`config.mk`:
```
export PLATFORM = sky130hd
export DESIGN_NAME = intr_status_ctrl
export DESIGN_NICKNAME = d
export VERILOG_FILES = /design/src/rtl/irqc_pkg.sv /design/src/rtl/irqc_decode.sv /design/src/rtl/irqc_status.sv /design/src/rtl/irqc_enable.sv /design/src/rtl/irqc_soft_reset.sv /design/src/rtl/intr_status_ctrl.sv
export SDC_FILE = /design/constraint.sdc
export NUM_CORES = 1
export LEC_CHECK = 0
export BUFFER_PORTS_ARGS = -buffer_cell sky130_fd_sc_hd__buf_2
export CELL_PAD_IN_SITES_DETAIL_PLACEMENT = 0
export CELL_PAD_IN_SITES_GLOBAL_PLACEMENT = 1
export CORE_UTILIZATION = 26
export DETAILED_ROUTE_END_ITERATION = 7
export PLACE_DENSITY = 0.75
export SYNTH_ARGS = -nofsm -noshare
export SYNTH_HDL_FRONTEND = slang
export SYNTH_SLANG_ARGS = --single-unit
```
`constraint.sdc`:
```
create_clock -name clk_i -period 1.4 [get_ports clk_i]
set_input_delay 0.07 -clock clk_i [delete_from_list [all_inputs] [get_ports clk_i]]
set_output_delay 0.07 -clock clk_i [all_outputs]
set_load 0.005 [all_outputs]
```
`src/rtl/irqc_pkg.sv`:
```
package irqc_pkg;
  localparam int unsigned OFF_GIE  = 32'h1C;
  localparam int unsigned OFF_STAT = 32'h20;
  localparam int unsigned OFF_IEN  = 32'h28;
  localparam int unsigned OFF_RST  = 32'h40;
  localparam int unsigned RST_KEY  = 32'h0000_000A;

  typedef enum logic [2:0] {
    EV_ARB_LOST  = 3'd0,
    EV_TX_DONE   = 3'd1,
    EV_TX_EMPTY  = 3'd2,
    EV_RX_LEVEL  = 3'd3,
    EV_BUS_IDLE  = 3'd4,
    EV_TGT_HIT   = 3'd5,
    EV_TGT_MISS  = 3'd6,
    EV_TX_HALF   = 3'd7
  } ev_idx_e;
endpackage

```
`src/rtl/irqc_decode.sv`:
```
module irqc_decode
  import irqc_pkg::*;
#(
  parameter int ADDR_W  = 8,
  parameter int DATA_W  = 32,
  parameter int NUM_SRC = 8,
  parameter int GIE_BIT = 31
) (
  input  logic              wr_en_i,
  input  logic [ADDR_W-1:0] addr_i,
  input  logic [DATA_W-1:0] wdata_i,
  input  logic [NUM_SRC-1:0] status_i,
  input  logic [NUM_SRC-1:0] en_i,
  input  logic              gie_i,
  output logic [NUM_SRC-1:0] clr_o,
  output logic              wr_ien_o,
  output logic              wr_gie_o,
  output logic              srst_o,
  output logic [DATA_W-1:0] rdata_o
);
  logic hit_stat, hit_ien, hit_gie, hit_rst;

  assign hit_stat = addr_i == ADDR_W'(OFF_STAT);
  assign hit_ien  = addr_i == ADDR_W'(OFF_IEN);
  assign hit_gie  = addr_i == ADDR_W'(OFF_GIE);
  assign hit_rst  = addr_i == ADDR_W'(OFF_RST);

  assign clr_o    = (wr_en_i && hit_stat) ? wdata_i[NUM_SRC-1:0] : '0;
  assign wr_ien_o = wr_en_i && hit_ien;
  assign wr_gie_o = wr_en_i && hit_gie;
  assign srst_o   = wr_en_i && hit_rst && (wdata_i == DATA_W'(RST_KEY));

  always_comb begin
    rdata_o = '0;
    if (hit_stat)     rdata_o[NUM_SRC-1:0] = status_i;
    else if (hit_ien) rdata_o[NUM_SRC-1:0] = en_i;
    else if (hit_gie) rdata_o[GIE_BIT]     = gie_i;
  end
endmodule

```
`src/rtl/irqc_status.sv`:
```
module irqc_status #(
  parameter int NUM_SRC = 8
) (
  input  logic               clk_i,
  input  logic               rst_ni,
  input  logic               srst_i,
  input  logic [NUM_SRC-1:0] set_i,
  input  logic [NUM_SRC-1:0] clr_i,
  output logic [NUM_SRC-1:0] status_o
);
  logic [NUM_SRC-1:0] stat_q;

  for (genvar i = 0; i < NUM_SRC; i++) begin : g_bit
    always_ff @(posedge clk_i or negedge rst_ni) begin
      if (!rst_ni)        stat_q[i] <= 1'b0;
      else if (srst_i)    stat_q[i] <= 1'b0;
      else if (set_i[i])  stat_q[i] <= 1'b1;  // event beats clear
      else if (clr_i[i])  stat_q[i] <= 1'b0;
    end
  end

  assign status_o = stat_q;

  AST_EVENT_SETS: assert property (@(posedge clk_i) disable iff (!rst_ni)
    (!srst_i && |set_i) |=> ((stat_q & $past(set_i)) == $past(set_i)));
  AST_W1C_CLEARS: assert property (@(posedge clk_i) disable iff (!rst_ni)
    (|(clr_i & ~set_i)) |=> ((stat_q & $past(clr_i & ~set_i)) == '0));
  AST_SET_BEATS_CLR: assert property (@(posedge clk_i) disable iff (!rst_ni)
    (!srst_i && |(clr_i & set_i)) |=> ((stat_q & $past(clr_i & set_i)) == $past(clr_i & set_i)));
  AST_IDLE_HOLDS: assert property (@(posedge clk_i) disable iff (!rst_ni)
    (!srst_i && set_i == '0 && clr_i == '0) |=> $stable(stat_q));
endmodule

```
`src/rtl/irqc_enable.sv`:
```
module irqc_enable #(
  parameter int NUM_SRC = 8
) (
  input  logic               clk_i,
  input  logic               rst_ni,
  input  logic               srst_i,
  input  logic               wr_ien_i,
  input  logic [NUM_SRC-1:0] ien_data_i,
  input  logic               wr_gie_i,
  input  logic               gie_data_i,
  output logic [NUM_SRC-1:0] en_o,
  output logic               gie_o
);
  logic [NUM_SRC-1:0] en_q;
  logic               gie_q;

  always_ff @(posedge clk_i or negedge rst_ni) begin
    if (!rst_ni) begin
      en_q  <= '0;
      gie_q <= 1'b0;
    end else if (srst_i) begin
      en_q  <= '0;
      gie_q <= 1'b0;
    end else begin
      if (wr_ien_i) en_q  <= ien_data_i;
      if (wr_gie_i) gie_q <= gie_data_i;
    end
  end

  assign en_o  = en_q;
  assign gie_o = gie_q;

  AST_IEN_WRITE: assert property (@(posedge clk_i) disable iff (!rst_ni)
    (wr_ien_i && !srst_i) |=> (en_q == $past(ien_data_i)));
  AST_GIE_WRITE: assert property (@(posedge clk_i) disable iff (!rst_ni)
    (wr_gie_i && !srst_i) |=> (gie_q == $past(gie_data_i)));
  AST_EN_HOLDS: assert property (@(posedge clk_i) disable iff (!rst_ni)
    (!wr_ien_i && !wr_gie_i && !srst_i) |=> ($stable(en_q) && $stable(gie_q)));
endmodule

```
`src/rtl/irqc_soft_reset.sv`:
```
module irqc_soft_reset (
  input  logic clk_i,
  input  logic rst_ni,
  input  logic srst_i,
  output logic core_rst_o
);
  logic pulse_q;

  always_ff @(posedge clk_i or negedge rst_ni) begin
    if (!rst_ni) pulse_q <= 1'b0;
    else         pulse_q <= srst_i;
  end

  assign core_rst_o = pulse_q;

  AST_KEY_PULSE: assert property (@(posedge clk_i) disable iff (!rst_ni)
    srst_i |=> pulse_q);
  AST_NO_KEY_NO_PULSE: assert property (@(posedge clk_i) disable iff (!rst_ni)
    !srst_i |=> !pulse_q);
endmodule

```
`src/rtl/intr_status_ctrl.sv`:
```
module intr_status_ctrl #(
  parameter int ADDR_W  = 8,
  parameter int DATA_W  = 32,
  parameter int NUM_SRC = 8,
  parameter int GIE_BIT = 31
) (
  input  logic               clk_i,
  input  logic               rst_ni,
  input  logic               wr_en_i,
  input  logic [ADDR_W-1:0]  addr_i,
  input  logic [DATA_W-1:0]  wdata_i,
  output logic [DATA_W-1:0]  rdata_o,
  input  logic [NUM_SRC-1:0] evt_i,
  output logic [NUM_SRC-1:0] pending_o,
  output logic               irq_o,
  output logic               core_rst_o
);
  logic [NUM_SRC-1:0] status, en, clr;
  logic               gie, wr_ien, wr_gie, srst;

  irqc_decode #(
    .ADDR_W(ADDR_W), .DATA_W(DATA_W), .NUM_SRC(NUM_SRC), .GIE_BIT(GIE_BIT)
  ) u_decode (
    .wr_en_i (wr_en_i),
    .addr_i  (addr_i),
    .wdata_i (wdata_i),
    .status_i(status),
    .en_i    (en),
    .gie_i   (gie),
    .clr_o   (clr),
    .wr_ien_o(wr_ien),
    .wr_gie_o(wr_gie),
    .srst_o  (srst),
    .rdata_o (rdata_o)
  );

  irqc_status #(.NUM_SRC(NUM_SRC)) u_status (
    .clk_i   (clk_i),
    .rst_ni  (rst_ni),
    .srst_i  (srst),
    .set_i   (evt_i),
    .clr_i   (clr),
    .status_o(status)
  );

  irqc_enable #(.NUM_SRC(NUM_SRC)) u_enable (
    .clk_i     (clk_i),
    .rst_ni    (rst_ni),
    .srst_i    (srst),
    .wr_ien_i  (wr_ien),
    .ien_data_i(wdata_i[NUM_SRC-1:0]),
    .wr_gie_i  (wr_gie),
    .gie_data_i(wdata_i[GIE_BIT]),
    .en_o      (en),
    .gie_o     (gie)
  );

  irqc_soft_reset u_soft_reset (
    .clk_i     (clk_i),
    .rst_ni    (rst_ni),
    .srst_i    (srst),
    .core_rst_o(core_rst_o)
  );

  assign pending_o = status & en;
  assign irq_o     = gie && (|pending_o);

  AST_KEY_CLEARS_ALL: assert property (@(posedge clk_i) disable iff (!rst_ni)
    srst |=> (status == '0 && en == '0 && !gie && !irq_o));
  AST_IRQ_NEEDS_GIE: assert property (@(posedge clk_i) disable iff (!rst_ni)
    (srst || (wr_gie && !wdata_i[GIE_BIT])) |=> !irq_o);
endmodule

```
==> run metrics <==
status complete, but fails checks; failing checks negative setup slack; max-slew violation count 0; final worst slack -0.472 ns; Cell Area, Synth 0.00131 mm²; PwrDens 626 mW/mm²; Core Area 0.00479 mm²; GPL Wtd Cong 0.769; top layer in use met4; total power 0.00122 W; via/cell ratio 4.43; largest net degree at the start of global routing 19; Nets 285; Finished Layout Cells 300; CP startpoint kind register; CP required 1.33 ns; power share of the clock group 0.357; max_cap viols 0; Reg-to-Reg Start u_status.status_o[6]$_DFFE_PN0P_; Mapped Cells 132; Area contributors post-synth dfrtp_1 35%, buf_4 13%, mux2i_1 6.9%, a22o_1 5.4%, nand4_1 4.8%; Sw Ratio 0.252; r2r endpoint u_status.status_o[6]$_DFFE_PN0P_; largest area contributor in the netlist dfrtp_1; Setup Skew 0 ns; Row Count 25; Critical Path Sink Type primary output; Critical Path Fanout Max 2; worst skew pair latency 0.26 ns; hpwl dp 3080 µm; Internal Power 0.000914 W; critical path arrival 1.80 ns; Sink Count 18; DR vias 1,329; io pins 93; crit-path max cell delay 0.53 ns; sw power 0.000308 W; Port Buffers 69; R2R Setup Slk 0.57 ns; fin area 0.00195 mm²; metal2 WL 2000 µm; VDD IR-drop max 0.253 mV; fin crit share 1.34; worst hold path type in2reg; Num CTS Buffers 3; post-layout min period 1.87 ns; Combinational Power Share 0.202; Post-DP Area 0.00186 mm²; part of the power in registers 0.441; CTS HTree Levels 1; Static Leakage 1.01 nW; Die Wd 72.8 µm; CP max-delay cell or4_4; clock slew at reported path FFs 0.07 ns; vias in the first global route 1,278; routed length on met1 1570 µm; Die Y 72.8 µm; total gr overflow 0; Reg2Reg Depth 3; Initial Util 0.273; clock root buffer clkbuf_8; DRT Pass-1 Iters 4; Synth Register Bits 18; Cell Chain, Critical Path and2_4, or4_4, o41a_1, buf_2; FMAX 0.534 GHz; Area Growth Syn to Fin 49.7%; DRT iter0 DRCs 37; Routed met3 length 274 µm; worst-case clock buffer depth 2; post-route ant nets 0; final antenna diode count 0; Synth Warn # 0; Yosys top cell area share 0.345; placed cell count 293; Hold EP u_status.status_o[1]$_DFFE_PN0P_; endpoints failing setup 1; Synth cell types 32; RSZ-0062 raised after global routing yes; Crit Path Class reg2out; antenna violations before repair 0; synthesized area per cell 9.89 µm²; Hold Path Stages 3; layout cells sized above 1 0.536; total track usage 0.151; Wirelength per Cell 13.1 µm; final hold violation count 0; first-pass GRT wire length 6020 µm; register area share after synthesis 0.345; Die Area 0.00531 mm²; Post-route DRC 0; WL final 3920 µm; CTS tree yes; Worst Min Path Start evt_i[1]
## flip-flops by register name, summed over array words and instances, names as in the netlist
register / count
u_enable.en_o: 8
u_status.status_o: 8
u_soft_reset.core_rst_o: 1
u_enable.gie_o: 1
## power by group through the flow
| stage | Clock, W | Combinational [W] | Sequential (W) |
|---|---|---|---|
| detailed placement | 0 | 0.000234 | 0.000549 |
| global placement | 0 | 0.000232 | 0.000548 |
| finish | 0.000436 | 0.000248 | 0.000539 |
| global route | 0.000473 | 0.000274 | 0.000541 |
| CTS | 0.000447 | 0.000243 | 0.000539 |
| floorplan | 0 | 0.000117 | 0.000549 |
## how the worst max path moves through the flow
stage                                           from  endpoint  slack (ns)  cells after the start
finish                  u_enable.en_o[4]$_DFFE_PN0P_     irq_o       -0.47                      4
global route            u_enable.en_o[4]$_DFFE_PN0P_     irq_o       -0.52                      4
floorplan           u_status.status_o[6]$_DFFE_PN0P_     irq_o       -0.03                      3
global placement    u_status.status_o[6]$_DFFE_PN0P_     irq_o       -0.19                      4
CTS                 u_status.status_o[4]$_DFFE_PN0P_     irq_o       -0.46                      4
detailed placement  u_status.status_o[6]$_DFFE_PN0P_     irq_o       -0.20                      4
## metal layers
layer,vias to the layer above,track usage
li1,645,-
met1,618,0.191
met2,59,0.256
met3,7,0.0276
met4,0,0.0588
met5,-,0
## layout make-up
cell class	instances	area, µm²
Multi-Input combinational cell	107	719
Clock buffer	4	55.1
Sequential cell	18	450
Timing Repair Buffer	104	644
Fill cell	510	2830
Tap cell	67	83.8
## cell families (layout without fill, tap and decap cells)
logic type             Yosys count  after routing  synth area share
buffers and inverters           29            108             0.172
other                            1             23           0.00287
and+or+nand+nor                 58             58             0.318
DFF                             18             18             0.345
AOI/OAI and AO/OA               17             17            0.0930
muxes                            9              9            0.0690
## critical path: cells and delay by family, from the launching register on
kind,cells,cell delay (ns)
DFF,1,0.38
buffers and inverters,1,0.14
and+or+nand+nor,2,0.69
AOI/OAI and AO/OA,1,0.33
## cells in the mapped netlist
master,number
nor4b_1,1
nand3_1,1
and3b_1,1
and3b_2,1
nor4bb_1,1
clkbuf_1,1
clkbuf_2,1
and2_1,8
nor4b_2,1
a22o_1,8
mux2i_1,9
buf_6,2
buf_2,1
a21oi_1,8
dfrtp_1,18
nor3_4,2
or4_1,1
and4_1,1
conb_1,1
buf_4,23
nor2_2,9
nor3b_1,1
buf_8,1
o41a_1,1
nor4b_4,1
and4b_1,1
nor2_1,8
nor4_1,7
nand4_1,10
or2_2,1
nor2b_1,1
nand4_2,1
## per-stage QoR
stage                     utilization  TNS (ns)  hold WS [ns]  setup WS [ns]
after floorplan                     -   -0.0304        -0.226        -0.0304
after global placement          0.388    -0.188        0.0278         -0.188
after detailed placement        0.388    -0.196        0.0296         -0.196
after CTS                       0.403    -0.461        0.0203         -0.461
after global routing            0.408    -0.518        0.0254         -0.518
final                           0.408    -0.472        0.0208         -0.472
## layout by cell type, fill, tap and decap left out, types with 2 or more instances in the layout
| cell type | Yosys | routed |
|---|---|---|
| buf_2 | 1 | 67 |
| nor3_4 | 2 | 2 |
| nor2_2 | 9 | 9 |
| buf_12 | 0 | 2 |
| buf_4 | 23 | 33 |
| and2_1 | 8 | 7 |
| a22o_1 | 8 | 8 |
| dfrtp_1 | 18 | 18 |
| a21oi_1 | 8 | 8 |
| clkbuf_8 | 0 | 4 |
| nor2_1 | 8 | 8 |
| nand4_1 | 10 | 10 |
| conb_1 | 1 | 23 |
| mux2i_1 | 9 | 9 |
| nor4_1 | 7 | 7 |
## repair_timing
action | CTS | global route
setup buffers | 0 | 2
gates resized for setup | 2 | 3
hold buffers | 1 | 0
endpoints found under the setup margin | 1 | 9
pin swaps | 1 | 3
endpoints found under the hold margin | 18 | 0
Note: power is estimated with default switching activity, not from simulation.
